==> src/rtl/rmw_pkg.sv <==
// Shared definitions for the single-operand byte modifier.
// Assumes the opcode nibble is 4 bits; operation codes equal their nibble.
package rmw_pkg;
    localparam int NIB_W = 4;

    typedef enum logic [NIB_W-1:0] {
        OP_NEG = 4'h0,
        OP_ILL = 4'h1,
        OP_COM = 4'h3,
        OP_LSR = 4'h4,
        OP_ROR = 4'h6,
        OP_ASR = 4'h7,
        OP_LSL = 4'h8,
        OP_ROL = 4'h9,
        OP_DEC = 4'hA,
        OP_INC = 4'hC,
        OP_TST = 4'hD,
        OP_CLR = 4'hF
    } rmw_op_e;
endpackage

==> src/rtl/rmw_decode.sv <==
// Maps the low opcode nibble to an operation code and flags unused nibbles.
// Assumes: pure combinational; unused nibbles all map to OP_ILL.
module rmw_decode
    import rmw_pkg::*;
(
    input  logic [NIB_W-1:0] nib,
    output rmw_op_e          op,
    output logic             ill
);
    // Decode the nibble into an operation.
    always_comb begin
        ill = 1'b0;
        case (nib)
            4'h0:    op = OP_NEG;
            4'h3:    op = OP_COM;
            4'h4:    op = OP_LSR;
            4'h6:    op = OP_ROR;
            4'h7:    op = OP_ASR;
            4'h8:    op = OP_LSL;
            4'h9:    op = OP_ROL;
            4'hA:    op = OP_DEC;
            4'hC:    op = OP_INC;
            4'hD:    op = OP_TST;
            4'hF:    op = OP_CLR;
            default: begin
                op  = OP_ILL;
                ill = 1'b1;
            end
        endcase
    end
endmodule

==> src/rtl/rmw_datapath.sv <==
// Computes the modified value, the N/Z/C flags and the write-back enable.
// Assumes: combinational; the caller registers the outputs. Illegal
// operations pass the operand and flags through without write-back.
module rmw_datapath
    import rmw_pkg::*;
#(
    parameter int DATA_W = 8
) (
    input  rmw_op_e            op,
    input  logic [DATA_W-1:0]  a,
    input  logic               cin,
    input  logic               nin,
    input  logic               zin,
    output logic [DATA_W-1:0]  res,
    output logic               n,
    output logic               z,
    output logic               c,
    output logic               wr
);
    localparam int MSB = DATA_W - 1;

    logic [DATA_W-1:0] val;

    // Form the new value and the carry for each operation.
    always_comb begin
        val = a;
        c   = cin;
        case (op)
            OP_NEG: begin val = '0 - a;             c = |val;  end
            OP_COM: begin val = ~a;                 c = 1'b1;  end
            OP_LSR: begin val = {1'b0, a[MSB:1]};   c = a[0];  end
            OP_ROR: begin val = {cin, a[MSB:1]};    c = a[0];  end
            OP_ASR: begin val = {a[MSB], a[MSB:1]}; c = a[0];  end
            OP_LSL: begin val = {a[MSB-1:0], 1'b0}; c = a[MSB]; end
            OP_ROL: begin val = {a[MSB-1:0], cin};  c = a[MSB]; end
            OP_DEC: val = a - 1'b1;
            OP_INC: val = a + 1'b1;
            OP_TST: val = a;
            OP_CLR: val = '0;
            default: val = a;
        endcase
    end

    // Derive N, Z and write-back from the new value and operation.
    always_comb begin
        res = val;
        n   = val[MSB];
        z   = (val == '0);
        wr  = 1'b1;
        case (op)
            OP_LSR, OP_CLR: n = 1'b0;
            OP_TST:         wr = 1'b0;
            OP_ILL: begin
                n  = nin;
                z  = zin;
                wr = 1'b0;
            end
            default: ;
        endcase
    end
endmodule

==> src/rtl/rmw_unit.sv <==
// Top of the single-operand byte modifier: decode, compute, register.
// Assumes: one operation per accepted cycle, results one clock later;
// outputs hold when nothing is accepted; synchronous active-low reset.
module rmw_unit
    import rmw_pkg::*;
#(
    parameter int DATA_W = 8
) (
    input  logic              clk,
    input  logic              rst_n,
    input  logic              in_valid,
    input  logic [3:0]        op_nib,
    input  logic [DATA_W-1:0] operand,
    input  logic              c_in,
    input  logic              n_in,
    input  logic              z_in,
    output logic              out_valid,
    output logic [DATA_W-1:0] result,
    output logic              n_out,
    output logic              z_out,
    output logic              c_out,
    output logic              wr_en,
    output logic              illegal
);
    rmw_op_e           op;
    logic              dec_ill;
    logic [DATA_W-1:0] dp_res;
    logic              dp_n, dp_z, dp_c, dp_wr;

    rmw_decode u_dec (
        .nib (op_nib),
        .op  (op),
        .ill (dec_ill)
    );

    rmw_datapath #(.DATA_W(DATA_W)) u_dp (
        .op  (op),
        .a   (operand),
        .cin (c_in),
        .nin (n_in),
        .zin (z_in),
        .res (dp_res),
        .n   (dp_n),
        .z   (dp_z),
        .c   (dp_c),
        .wr  (dp_wr)
    );

    // Register the outcome of an accepted operation; hold otherwise.
    always_ff @(posedge clk) begin
        if (!rst_n) begin
            out_valid <= 1'b0;
            result    <= '0;
            n_out     <= 1'b0;
            z_out     <= 1'b0;
            c_out     <= 1'b0;
            wr_en     <= 1'b0;
            illegal   <= 1'b0;
        end else begin
            out_valid <= in_valid;
            if (in_valid) begin
                result  <= dp_res;
                n_out   <= dp_n;
                z_out   <= dp_z;
                c_out   <= dp_c;
                wr_en   <= dp_wr;
                illegal <= dec_ill;
            end
        end
    end

    AST_VALID_FOLLOWS: assert property (@(posedge clk) disable iff (!rst_n)
        in_valid |=> out_valid);
    AST_IDLE_HOLDS: assert property (@(posedge clk) disable iff (!rst_n)
        !in_valid |=> !out_valid && $stable(result) && $stable(c_out));
    AST_ZERO_MATCHES: assert property (@(posedge clk) disable iff (!rst_n)
        out_valid && !illegal |-> z_out == (result == '0));
    AST_INVERT_CARRY: assert property (@(posedge clk) disable iff (!rst_n)
        in_valid && op_nib == 4'h3 |=> c_out);
    AST_LSR_NOT_NEG: assert property (@(posedge clk) disable iff (!rst_n)
        in_valid && op_nib == 4'h4 |=> !n_out);
    AST_TEST_NO_WRITE: assert property (@(posedge clk) disable iff (!rst_n)
        in_valid && op_nib == 4'hD |=> !wr_en && result == $past(operand));
    AST_CLEAR_FLAGS: assert property (@(posedge clk) disable iff (!rst_n)
        in_valid && op_nib == 4'hF |=> !n_out && z_out && result == '0);
    AST_ILLEGAL_NO_WRITE: assert property (@(posedge clk) disable iff (!rst_n)
        illegal |-> !wr_en);
    AST_LEGAL_WRITES: assert property (@(posedge clk) disable iff (!rst_n)
        out_valid && !illegal && $past(op_nib) != 4'hD |-> wr_en);
endmodule

==> config.mk <==
export PLATFORM = sky130hd
export DESIGN_NAME = rmw_unit
export DESIGN_NICKNAME = d
export VERILOG_FILES = /design/src/rtl/rmw_pkg.sv /design/src/rtl/rmw_decode.sv /design/src/rtl/rmw_datapath.sv /design/src/rtl/rmw_unit.sv
export SDC_FILE = /design/constraint.sdc
export NUM_CORES = 1
export LEC_CHECK = 0
export BUFFER_PORTS_ARGS = -buffer_cell sky130_fd_sc_hd__buf_4
export CAP_MARGIN = 20
export CORE_AREA = 2 2 58 60
export DETAILED_ROUTE_END_ITERATION = 10
export DIE_AREA = 0 0 60 62
export PLACE_DENSITY_LB_ADDON = 0.25
export SLEW_MARGIN = 30
export SYNTH_ARGS = -nofsm -noshare
export SYNTH_HDL_FRONTEND = slang
export SYNTH_SLANG_ARGS = --single-unit
export TNS_END_PERCENT = 50
==> constraint.sdc <==
create_clock -name clk -period 3.85 [get_ports clk]
set_input_delay 0.77 -clock clk [delete_from_list [all_inputs] [get_ports clk]]
set_output_delay 0.77 -clock clk [all_outputs]
set_load 0.05 [all_outputs]
==> metrics.txt, run 1 <==
type of the tightest min-delay check=flip-flop to flip-flop; post-synthesis share of cell area spent on and, or, nand and nor gates=0.286; per-cell routed wire length=15.4 um; setup bufs post-CTS=0; TritonCTS buffer count=3; initial antenna violation count=0; number of placement rows=21; RSZ-0062 raised after global routing=no; number of top-level pins=32; status=finished clean; synthesized area divided by synthesized cell count=7.41 sq um; post-cts repair resize count=0; max_cap viols=0; initial cell density of the core=0.506; worst max-slew margin expressed relative to the limit=0.349; pwr/cell area=254 nW/um^2; kind of critical path=input port to flip-flop; number of pins exceeding their max-slew limit in the final report=0; number of synthesized flops with an enable pin=0; fraction of the cycle the final worst path needs=0.845; largest family of logic cells by synthesized area=compound AO/OA/AOI/OAI gates; aggregate routed wire length=4290 um; share of final-layout standard cells stronger than drive strength 1=0.172; setup slack after placement=around 340 ps; Root Buffer=sky130_fd_sc_hd__clkbuf_4; worst-case vdd ir drop=roughly 0.22 mV; residual overflow from global routing=0; static power due to leakage=0.735 nW; Reg-to-Reg Start=z_out; synthesized-area fraction occupied by adder cells=0.0747; flop-to-flop setup slack=roughly 3100 ps; area occupied by multi-input gates=1230 sq um; hold buffer count at CTS=0; start point of the worst hold path=result[0]; achievable frequency=308 MHz; area added between synthesis and finish=14.4%; combined flip-flop and latch cell area=280 sq um; met2 routing resource usage after global routing=0.416; arrival time at the worst endpoint=3430 ps; Setup crit start kind=input port; final antenna diode count=0; Clock Pin Slew Worst Setup and Hold Paths=70 ps; number of buffer cells added on primary ports=31; post-synthesis cell area=1610 sq um; filler cell count=325; total die area=about 3700 sq um; 1st-pass router iterations=4; kind of capture point of the worst setup path=flip-flop; mux cell area share after synthesis=0.0311; initial DRC count=between 100 and 150; routing layer with the top usage in global route=met2; final hold viol count=0; number of buffers on the longest clock path=2; Clock Sink Count=14; fin crit period=roughly 3300 ps; Max H-tree Level=1; required time of the critical path=around 4000 ps; Finished Cell Area=about 1800 sq um; count of antenna-violating nets left after detailed routing=0; final net count=between 200 and 300; Post-route DRC=0; total power=467 uW; met1 GRT Util=0.321; maximum number of pins on one net before global-route repair=26; predominant post-synthesis flop cell=sky130_fd_sc_hd__dfxtp_1; Placement Cell Area=roughly 1800 sq um; wire length of the first global-routing pass=6850 um; Hold Path Cell Cnt=1; worst setup path startpoint=op_nib[3]; proportion of synthesized flip-flops having asynchronous set or reset=0; total negative slack=0 ps; xor-xnor portion of the synthesized cell area=0.0490; complex-gate fraction of the synthesized area=0.328; number of unique standard cell types used by synthesis=53; Post-Syn Instances=~220; clock latency on the worst-skew pair=~270 ps; share of the yosys chip area belonging to registers=0.174; Tightest Pin Transition=967 ps; synthesized flop and latch total=14; Die Ht=62 um; min setup slack post-route=598 ps; CP Max Fanout=23; Final HPWL DP=3200 um; Synthesis Warnings=0; TritonCTS clock tree=done; capture point of the worst reg-to-reg path=z_out; global-route met3 utilization=0.0124; Hold Path End=result[0]; last weighted congestion value of the routability-driven placer=approximately 0.93; placeable core region=about 3200 sq um; count of cells along the worst register-to-register path=4; mean number of vias per cell=6.03; aggregate global-route resource usage=0.240; number of global-route vias before repair=1467; Die W=60 um; via count=about 1.7k; worst clock skew on the final layout=0 ps; Final Setup Violations=0; WHS=488 ps; net count after synthesis=244
==> stage by stage <==
stage / instances / util
floorplan: 217 / -
global placement: 276 / 0.571
detailed placement: 276 / 0.571
CTS: 279 / 0.579
global route: 279 / 0.579
finish: 279 / 0.579
==> final cells by class <==
class / count / share of cell area
flip-flops and latches: 14 / 0.152
multi-input cells: 182 / 0.671
clock buffers: 3 / 0.0122
well taps: 46 / 0.0313
repair buffers: 31 / 0.127
inverters: 3 / 0.00612
==> cell usage in the layout, fill, tap and decap left out, drive strengths merged, types with 3 or more instances in the layout <==
master   n
nor3b    4
dfxtp   14
a21oi   14
xor2     3
o21ai   22
nor3     3
nor2    18
nand2   16
o31ai    3
nor4     4
inv      3
buf     31
clkbuf   3
mux2i    5
ha       8
o211a    4
a221oi   5
a31oi    3
nor2b    9
o211ai   4
o22ai    3
nand2b   8
a22oi    5
xnor2    6
==> worst max-delay path, cell delays in order <==
cell and delay, ps:
sky130_fd_sc_hd__buf_4 210, sky130_fd_sc_hd__nand2_1 90, sky130_fd_sc_hd__or3_1 480, sky130_fd_sc_hd__fa_1 460, sky130_fd_sc_hd__a211oi_1 360, sky130_fd_sc_hd__nor2_1 100, sky130_fd_sc_hd__xor2_1 150, sky130_fd_sc_hd__a221oi_1 350
sky130_fd_sc_hd__nand2_1 110, sky130_fd_sc_hd__o41ai_2 340
==> sequential cells by signal (all words and copies together), names as in the netlist <==
register	flops
wr_en	1
c_out	1
result	8
out_valid	1
n_out	1
illegal	1
z_out	1
==> cells in the mapped netlist (5+ instances only) <==
| library cell | instances | share of area |
|---|---|---|
| sky130_fd_sc_hd__dfxtp_1 | 14 | 0.17 |
| sky130_fd_sc_hd__a21oi_1 | 14 | 0.044 |
| sky130_fd_sc_hd__o21ai_0 | 22 | 0.068 |
| sky130_fd_sc_hd__nand2b_1 | 8 | 0.031 |
| sky130_fd_sc_hd__nor2b_1 | 9 | 0.035 |
| sky130_fd_sc_hd__a22oi_1 | 5 | 0.023 |
| sky130_fd_sc_hd__xnor2_1 | 6 | 0.033 |
| sky130_fd_sc_hd__mux2i_1 | 5 | 0.031 |
| sky130_fd_sc_hd__a221oi_1 | 5 | 0.027 |
| sky130_fd_sc_hd__nor2_1 | 18 | 0.042 |
| sky130_fd_sc_hd__buf_2 | 7 | 0.022 |
| sky130_fd_sc_hd__nand2_1 | 16 | 0.037 |
| sky130_fd_sc_hd__ha_1 | 8 | 0.062 |
| sky130_fd_sc_hd__clkbuf_1 | 9 | 0.021 |
==> cells by family (layout without fill, tap and decap cells) <==
| logic type | Yosys count | after routing |
|---|---|---|
| buffers and inverters | 21 | 37 |
| flip-flops | 14 | 14 |
| adder cells (fa/ha/maj) | 9 | 9 |
| AND/OR/NAND/NOR | 81 | 81 |
| XOR/XNOR | 9 | 9 |
| AO/OA/AOI/OAI | 78 | 78 |
| multiplexers | 5 | 5 |
==> report_power, final <==
part / total, mW / leakage (nW) / internal (mW) / switching (mW)
Sequential: 0.162 / 0.116 / 0.156 / 0.00567
Combinational: 0.228 / 0.605 / 0.0839 / 0.144
Clock: 0.0769 / 0.0138 / 0.0362 / 0.0407
Total: 0.467 / 0.735 / 0.276 / 0.190
==> how the worst max path moves through the flow <==
| stage | to | depth (start not counted) |
|---|---|---|
| floorplan | z_out | 10 |
| global placement | result[6] | 11 |
| detailed placement | z_out | 10 |
| CTS | z_out | 10 |
| global route | z_out | 10 |
| finish | z_out | 10 |
==> layer usage <==
| metal | share of wire | vias up |
|---|---|---|
| li1 | - | 848 |
| met1 | 0.47 | 769 |
| met2 | 0.47 | 56 |
| met4 | 0.014 | 0 |
| met3 | 0.048 | 8 |
| met5 | 0 | - |
(Power assumes the default switching activity.)
==> run 2, diff against run 1 <==
--- a/config.mk
+++ b/config.mk
@@ -5,11 +5,12 @@
 export SDC_FILE = /design/constraint.sdc
 export NUM_CORES = 1
 export LEC_CHECK = 0
+export ABC_AREA = 1
 export BUFFER_PORTS_ARGS = -buffer_cell sky130_fd_sc_hd__buf_4
 export CAP_MARGIN = 20
-export CORE_AREA = 2 2 58 60
+export CORE_AREA = 2 2 61 63
 export DETAILED_ROUTE_END_ITERATION = 10
-export DIE_AREA = 0 0 60 62
+export DIE_AREA = 0 0 63 65
 export PLACE_DENSITY_LB_ADDON = 0.25
 export SLEW_MARGIN = 30
 export SYNTH_ARGS = -nofsm -noshare
==> constraint.sdc (replaced) <==
create_clock -name clk -period 2.6 [get_ports clk]
set_input_delay 0.52 -clock clk [delete_from_list [all_inputs] [get_ports clk]]
set_output_delay 0.52 -clock clk [all_outputs]
set_load 0.05 [all_outputs]
==> run 2 against run 1 <==
  * Die area up 10%
  * Sequential cell count did not move
  * Register-to-register slack worse by 1200 ps
  * Routed wire length up 4.4%
  * Sequential share of layout area shrank 1.1 points
  * Power up 64%
  * Clock skew is the same
  * Final cell count is 34% higher
  * Hold slack lost 21 ps
  * Largest power group unchanged
  * Highest routed layer unchanged
==> metrics.txt, run 2 <==
most numerous cell types in the synthesized netlist=sky130_fd_sc_hd__nand2_1 (82), sky130_fd_sc_hd__inv_1 (41), sky130_fd_sc_hd__nand3_1 (40) (was sky130_fd_sc_hd__o21ai_0 (22), sky130_fd_sc_hd__nor2_1 (18), sky130_fd_sc_hd__nand2_1 (16)); worst setup path startpoint=op_nib[0] (was op_nib[3]); final net count=353 (was 262); count of antenna-violating nets left after detailed routing=0 (unchanged); total negative slack=0 ps (unchanged); post-synthesis cell area=1640 sq um (was 1610 sq um); worst clock skew on the final layout=0 ps (unchanged); per-cell routed wire length=12.0 um (was 15.4 um); cell type with the largest total area after synthesis=sky130_fd_sc_hd__nand2_1 (was sky130_fd_sc_hd__dfxtp_1); residual overflow from global routing=0 (unchanged); placeable core region=3500 sq um (was 3180 sq um); share of final-layout standard cells stronger than drive strength 1=0.182 (was 0.172); share of the yosys chip area belonging to registers=0.171 (was 0.174); switching component of the power=326 uW (was 190 uW); final standard cell utilization of the core=0.567 (was 0.579); proportion of synthesized flip-flops having asynchronous set or reset=0 (unchanged); CP Max Fanout=9 (was 23); wire length of the first global-routing pass=7870 um (was 6850 um); number of instances in the placed design=369 (was 276); achievable frequency=455 MHz; most common cell after layout, fill and taps aside=sky130_fd_sc_hd__nand2_1 (was sky130_fd_sc_hd__buf_4); worst max-slew margin expressed relative to the limit=0.768 (was 0.349); Die Ht=65 um (was 62 um); via count=1911 (was 1681); aggregate routed wire length=4480 um (was 4290 um); number of synthesized flops with an enable pin=0 (unchanged); synthesized flop and latch total=14 (unchanged); filler cell count=395 (was 325); arrival time at the worst endpoint=2420 ps (was 3430 ps); last weighted congestion value of the routability-driven placer=0.970 (was 0.930); predominant post-synthesis flop cell=sky130_fd_sc_hd__dfxtp_1 (unchanged); Final Setup Violations=0 (unchanged); min setup slack post-route=404 ps (was 598 ps); initial DRC count=84 (was 112); number of global-route vias before repair=1805 (was 1467); Tightest Pin Transition=346 ps (was 967 ps); Post-route DRC=0 (unchanged); hold buffer count at CTS=0 (unchanged); Setup crit start kind=input port (unchanged); register ranked first by flip-flop count=result (unchanged); pwr/cell area=386 nW/um^2 (was 254 nW/um^2); TritonCTS clock tree=done (unchanged); Post-Syn Instances=290 (was 217); proportion of netlist area held by the largest area contributor=0.188 (was 0.174); Largest register FFs=8 (unchanged); area added between synthesis and finish=20.7% (was 14.4%); post-cts repair resize count=0 (unchanged); routing layer with the top usage in global route=met2 (unchanged); clock latency on the worst-skew pair=280 ps (was 270 ps); required time of the critical path=2820 ps (was 4030 ps); Max H-tree Level=1 (unchanged); aggregate global-route resource usage=0.236 (was 0.240); leading post-synthesis cells by cell area=sky130_fd_sc_hd__nand2_1 (19%), sky130_fd_sc_hd__dfxtp_1 (17%), sky130_fd_sc_hd__nand3_1 (12%) (was sky130_fd_sc_hd__dfxtp_1 (17%), sky130_fd_sc_hd__o21ai_0 (6.8%), sky130_fd_sc_hd__ha_1 (6.2%)); number of placement rows=22 (was 21); final antenna diode count=0 (unchanged); kind of capture point of the worst setup path=flip-flop (unchanged); start point of the worst hold path=c_out (was result[0]); setup slack after placement=114 ps (was 342 ps); maximum number of pins on one net before global-route repair=18 (was 26); Switching Share=0.426 (was 0.408); 1st-pass router iterations=7 (was 4); most frequent cell after synthesis=sky130_fd_sc_hd__nand2_1 (was sky130_fd_sc_hd__o21ai_0); initial antenna violation count=0 (unchanged); fraction of the cycle the final worst path needs=0.845; mean number of vias per cell=5.12 (was 6.03); kind of critical path=input port to flip-flop (unchanged); TritonCTS buffer count=3 (unchanged); met1 GRT Util=0.300 (was 0.321); Clock Pin Slew Worst Setup and Hold Paths=90 ps (was 70 ps); Reg-to-Reg Start=z_out (unchanged); setup bufs post-CTS=0 (unchanged); commonest cells after routing, fill and taps aside=sky130_fd_sc_hd__nand2_1 (82), sky130_fd_sc_hd__inv_1 (41), sky130_fd_sc_hd__nand3_1 (40) (was sky130_fd_sc_hd__buf_4 (31), sky130_fd_sc_hd__o21ai_0 (22), sky130_fd_sc_hd__nor2_1 (18)); Clock Power Share=0.207 (was 0.165); initial cell density of the core=0.469 (was 0.506); Non-Filler Instances=373 (was 279); fin crit period=2200 ps; total die area=4100 sq um (was 3720 sq um); met2 routing resource usage after global routing=0.415 (was 0.416); net count after synthesis=317 (was 244); Synthesis Warnings=0 (unchanged); type of the tightest min-delay check=flip-flop to flip-flop (unchanged); worst-case vdd ir drop=0.175 mV (was 0.222 mV); Root Buffer=sky130_fd_sc_hd__clkbuf_4 (unchanged); Die W=63 um (was 60 um); RSZ-0062 raised after global routing=no (unchanged); fraction of power consumed by sequential logic=0.316 (was 0.347); Clock Sink Count=14 (unchanged); global-route met3 utilization=0.0330 (was 0.0124); number of top-level pins=32 (unchanged); max_cap viols=0 (unchanged); number of unique standard cell types used by synthesis=29 (was 53); cell-internal power=439 uW (was 276 uW); static power due to leakage=1.09 nW (was 0.735 nW); number of pins exceeding their max-slew limit in the final report=0 (unchanged); synthesized area divided by synthesized cell count=5.66 sq um (was 7.41 sq um); relative contribution of combinational cells to total power=0.476 (was 0.488); status=finished clean (unchanged); number of buffer cells added on primary ports=31 (unchanged); number of buffers on the longest clock path=2 (unchanged); final hold viol count=0 (unchanged); Final HPWL DP=3620 um (was 3200 um)
run 2: path summary, 6_finish.rpt:
| kind | endpoint | slack (ps) | depth (start not counted) |
|---|---|---|---|
| setup / recovery | z_out | 400 | 16 |
| hold / removal | c_out | 470 | 2 |
| setup reg to reg | z_out | 1930 | 2 |
| hold reg to reg | c_out | 470 | 2 |
run 2: layout make-up:
class	instances	area [sq um]	area share
inverter	46	178	0.0897
timing repair buffer	34	255	0.129
tap	48	60.1	0.0303
clock buffer	4	36.3	0.0183
sequential	14	280	0.142
multi-input combinational	227	1170	0.591
run 2: cell families (layout without fill, tap and decap cells):
kind of cell    count (synthesis)  after routing  synth area share
simple gates                  183            183             0.514
buf+inv                        49             84             0.115
compound gates                 33             33             0.116
flops                          14             14             0.171
fa+ha+maj                       9              9            0.0732
xor+xnor                        2              2            0.0107
run 2: through the flow:
| step | total power [mW] | cell area, sq um | hold WS [ps] |
|---|---|---|---|
| 2_1_floorplan | 0.498 | 1640 | 658 |
| 3_3_place_gp | 0.607 | 1940 | 453 |
| 3_5_place_dp | 0.609 | 1940 | 453 |
| 4_1_cts | 0.767 | 1980 | 466 |
| 5_1_grt | 0.823 | 1980 | 505 |
| 6_report | 0.765 | 1980 | 467 |
run 2: metal layers:
metal  share of wire  vias up
li1                -     1014
met2            0.47       44
met1            0.48      847
met3           0.032        6
met4           0.015        0
met5               0        -
run 2: power groups by stage:
stage	Clock (mW)	Combinational, mW	Sequential (mW)
after detailed placement	0	0.362	0.247
after global routing	0.174	0.404	0.245
after floorplan	0	0.190	0.309
after CTS	0.162	0.364	0.242
final	0.159	0.364	0.242
after global placement	0	0.360	0.246
run 2: worst max-delay path, cell delays in order:
cell	delay, ps
sky130_fd_sc_hd__buf_4	130
sky130_fd_sc_hd__nor2_2	130
sky130_fd_sc_hd__nand2_2	160
sky130_fd_sc_hd__ha_1	430
sky130_fd_sc_hd__nand2_1	120
sky130_fd_sc_hd__inv_1	80
sky130_fd_sc_hd__nand2_1	70
sky130_fd_sc_hd__nand2_1	60
sky130_fd_sc_hd__nor2_1	40
sky130_fd_sc_hd__nor2_1	80
sky130_fd_sc_hd__nor2_1	50
sky130_fd_sc_hd__nor2_1	120
sky130_fd_sc_hd__nand3_1	90
sky130_fd_sc_hd__nor2_1	100
sky130_fd_sc_hd__nand3_1	90
sky130_fd_sc_hd__a21oi_2	130
==> run 3, diff against run 2 <==
--- a/config.mk
+++ b/config.mk
@@ -8,9 +8,9 @@
 export ABC_AREA = 1
 export BUFFER_PORTS_ARGS = -buffer_cell sky130_fd_sc_hd__buf_4
 export CAP_MARGIN = 20
-export CORE_AREA = 2 2 61 63
+export CORE_AREA = 2 2 58 60
 export DETAILED_ROUTE_END_ITERATION = 10
-export DIE_AREA = 0 0 63 65
+export DIE_AREA = 0 0 60 62
 export PLACE_DENSITY_LB_ADDON = 0.25
 export SLEW_MARGIN = 30
 export SYNTH_ARGS = -nofsm -noshare
==> constraint.sdc (replaced) <==
create_clock -name clk -period 2.26 [get_ports clk]
set_input_delay 0.452 -clock clk [delete_from_list [all_inputs] [get_ports clk]]
set_output_delay 0.452 -clock clk [all_outputs]
set_load 0.05 [all_outputs]
==> run 3 against run 2 <==
  * Clock-buffer cell count unchanged
  * Routed wire length up 3.0%
  * Largest power group unchanged
  * Sequential power up 15%
==> metrics.txt, run 3 (same netlist as run 2, synthesis figures left out) <==
final hold viol count=0 (unchanged); fraction of the cycle the final worst path needs=0.884; Largest register FFs=8 (unchanged); Setup crit start kind=input port (unchanged); final net count=369 (was 353); status=finished clean (unchanged); initial cell density of the core=0.516 (was 0.469); maximum number of pins on one net before global-route repair=18 (unchanged); share of final-layout standard cells stronger than drive strength 1=0.223 (was 0.182); worst max-slew margin expressed relative to the limit=0.730 (was 0.768); required time of the critical path=2500 ps (was 2820 ps); number of pins exceeding their max-slew limit in the final report=0 (unchanged); number of global-route vias before repair=1748 (was 1805); CP Max Fanout=9 (unchanged); per-cell routed wire length=11.9 um (was 12.0 um); aggregate routed wire length=4610 um (was 4480 um); ordered cell list for the critical path=buf_4 > nor2_4 > nand2_4 > fa_1 > or2_2 > nand3_1 > nand3b_1 > nor2_1 > nand2_1 > nor2_1 > nand3_1 > a21oi_2 (was buf_4 > nor2_2 > nand2_2 > ha_1 > nand2_1 > inv_1 > nand2_1 > nand2_1 > nor2_1 > nor2_1 > nor2_1 > nor2_1 > nand3_1 > nor2_1 > nand3_1 > a21oi_2); Clock Sink Count=14 (unchanged); area added between synthesis and finish=29.3% (was 20.7%); 1st-pass router iterations=4 (was 7); number of buffers on the longest clock path=2 (unchanged); wire length of the first global-routing pass=7620 um (was 7870 um); Root Buffer=sky130_fd_sc_hd__clkbuf_4 (unchanged); aggregate global-route resource usage=0.266 (was 0.236); initial antenna violation count=0 (unchanged); Clock Pin Slew Worst Setup and Hold Paths=90 ps (about the same); arrival time at the worst endpoint=2230 ps (was 2420 ps); residual overflow from global routing=0 (unchanged); static power due to leakage=1.17 nW (was 1.09 nW); achievable frequency=501 MHz; hold buffer count at CTS=0 (unchanged); Tightest Pin Transition=404 ps (was 346 ps); number of buffer cells added on primary ports=31 (unchanged); Final HPWL DP=3740 um (was 3620 um); Max H-tree Level=1 (unchanged); Final Setup Violations=0 (unchanged); type of the tightest min-delay check=input port to flip-flop (was flip-flop to flip-flop); number of instances in the placed design=383 (was 369); fin crit period=about 2000 ps; Die W=60 um (was 63 um); number of top-level pins=32 (unchanged); WHS=454 ps (was 467 ps); total die area=3720 sq um (was 4100 sq um); clock latency on the worst-skew pair=290 ps (was 280 ps); kind of critical path=input port to flip-flop (unchanged); max_cap viols=0 (unchanged); kind of capture point of the worst setup path=flip-flop (unchanged); commonest cells after routing, fill and taps aside=sky130_fd_sc_hd__nand2_1 (82), sky130_fd_sc_hd__buf_4 (50), sky130_fd_sc_hd__inv_1 (41) (was sky130_fd_sc_hd__nand2_1 (82), sky130_fd_sc_hd__inv_1 (41), sky130_fd_sc_hd__nand3_1 (40)); initial DRC count=114 (was 84); worst-case vdd ir drop=0.279 mV (was 0.175 mV); placeable core region=3180 sq um (was 3500 sq um); final standard cell utilization of the core=0.667 (was 0.567); mean number of vias per cell=5.14 (was 5.12); number of placement rows=21 (was 22); Die Ht=62 um (was 65 um); most common cell after layout, fill and taps aside=sky130_fd_sc_hd__nand2_1 (unchanged); TritonCTS clock tree=done (unchanged); Non-Filler Instances=387 (was 373); RSZ-0062 raised after global routing=no (unchanged); register ranked first by flip-flop count=result (unchanged); highest cell delay on the worst timing path=450 ps (was 430 ps); count of antenna-violating nets left after detailed routing=0 (unchanged); Post-route DRC=0 (unchanged); TritonCTS buffer count=3 (unchanged); via count=1989 (was 1911); worst clock skew on the final layout=0 ps (unchanged); pwr/cell area=435 nW/um^2 (was 386 nW/um^2); slowest stage cell on the critical path=sky130_fd_sc_hd__fa_1 (was sky130_fd_sc_hd__ha_1); final antenna diode count=0 (unchanged); last weighted congestion value of the routability-driven placer=0.876 (was 0.970)
run 3: layout make-up:
| type | instances | area, sq um |
|---|---|---|
| Inverter | 46 | 178 |
| Tap cell | 46 | 57.6 |
| Clock buffer | 4 | 36.3 |
| Timing Repair Buffer | 50 | 375 |
| Multi-Input combinational cell | 227 | 1190 |
| Fill cell | 318 | 1060 |
| Sequential cell | 14 | 280 |
run 3: report_power, final:
part           switching (mW)  leakage [nW]  total [mW]  internal (mW)
sequential             0.0107         0.116       0.278          0.268
clock                  0.0898        0.0210       0.188         0.0984
combinational           0.289          1.03       0.456          0.167
run 3: path summary, 6_finish.rpt:
| kind | startpoint | to | slack (ps) | cells after the start |
|---|---|---|---|---|
| worst min-delay path | n_in | n_out | 450 | 3 |
| worst max register to register | n_out | n_out | 1550 | 2 |
| worst max-delay path | op_nib[0] | z_out | 260 | 12 |
| worst min register to register | wr_en | wr_en | 470 | 2 |
run 3: layer usage:
metal,share of wire,GRT usage,vias up,routed length (um)
li1,-,-,1043,-
met1,0.45,0.350,866,2080
met2,0.48,0.464,68,2200
met3,0.052,0.0393,12,239
met4,0.019,0.0540,0,87
met5,0,0,-,0
run 3: per-stage QoR:
step,worst slack [ps],instance area (sq um),total power [mW],setup TNS (ps)
detailed placement,-173,2060,0.732,-471
CTS,140,2100,0.915,0
global route,29.6,2120,0.985,0
global placement,-69.8,2060,0.727,-97.5
finish,262,2120,0.922,0
floorplan,100,1640,0.573,0
run 3: repair_timing:
action,in CTS,in global routing
setup endpoints to repair,0,3
hold endpoints to repair,0,0
buffers inserted,0,0
resized for setup,0,4
run 3: critical path, delay by kind of cell:
kind            cells  cell delay, ps
simple gates        9            1060
fa+ha+maj           1             450
compound gates      1             130
buf+inv             1             120
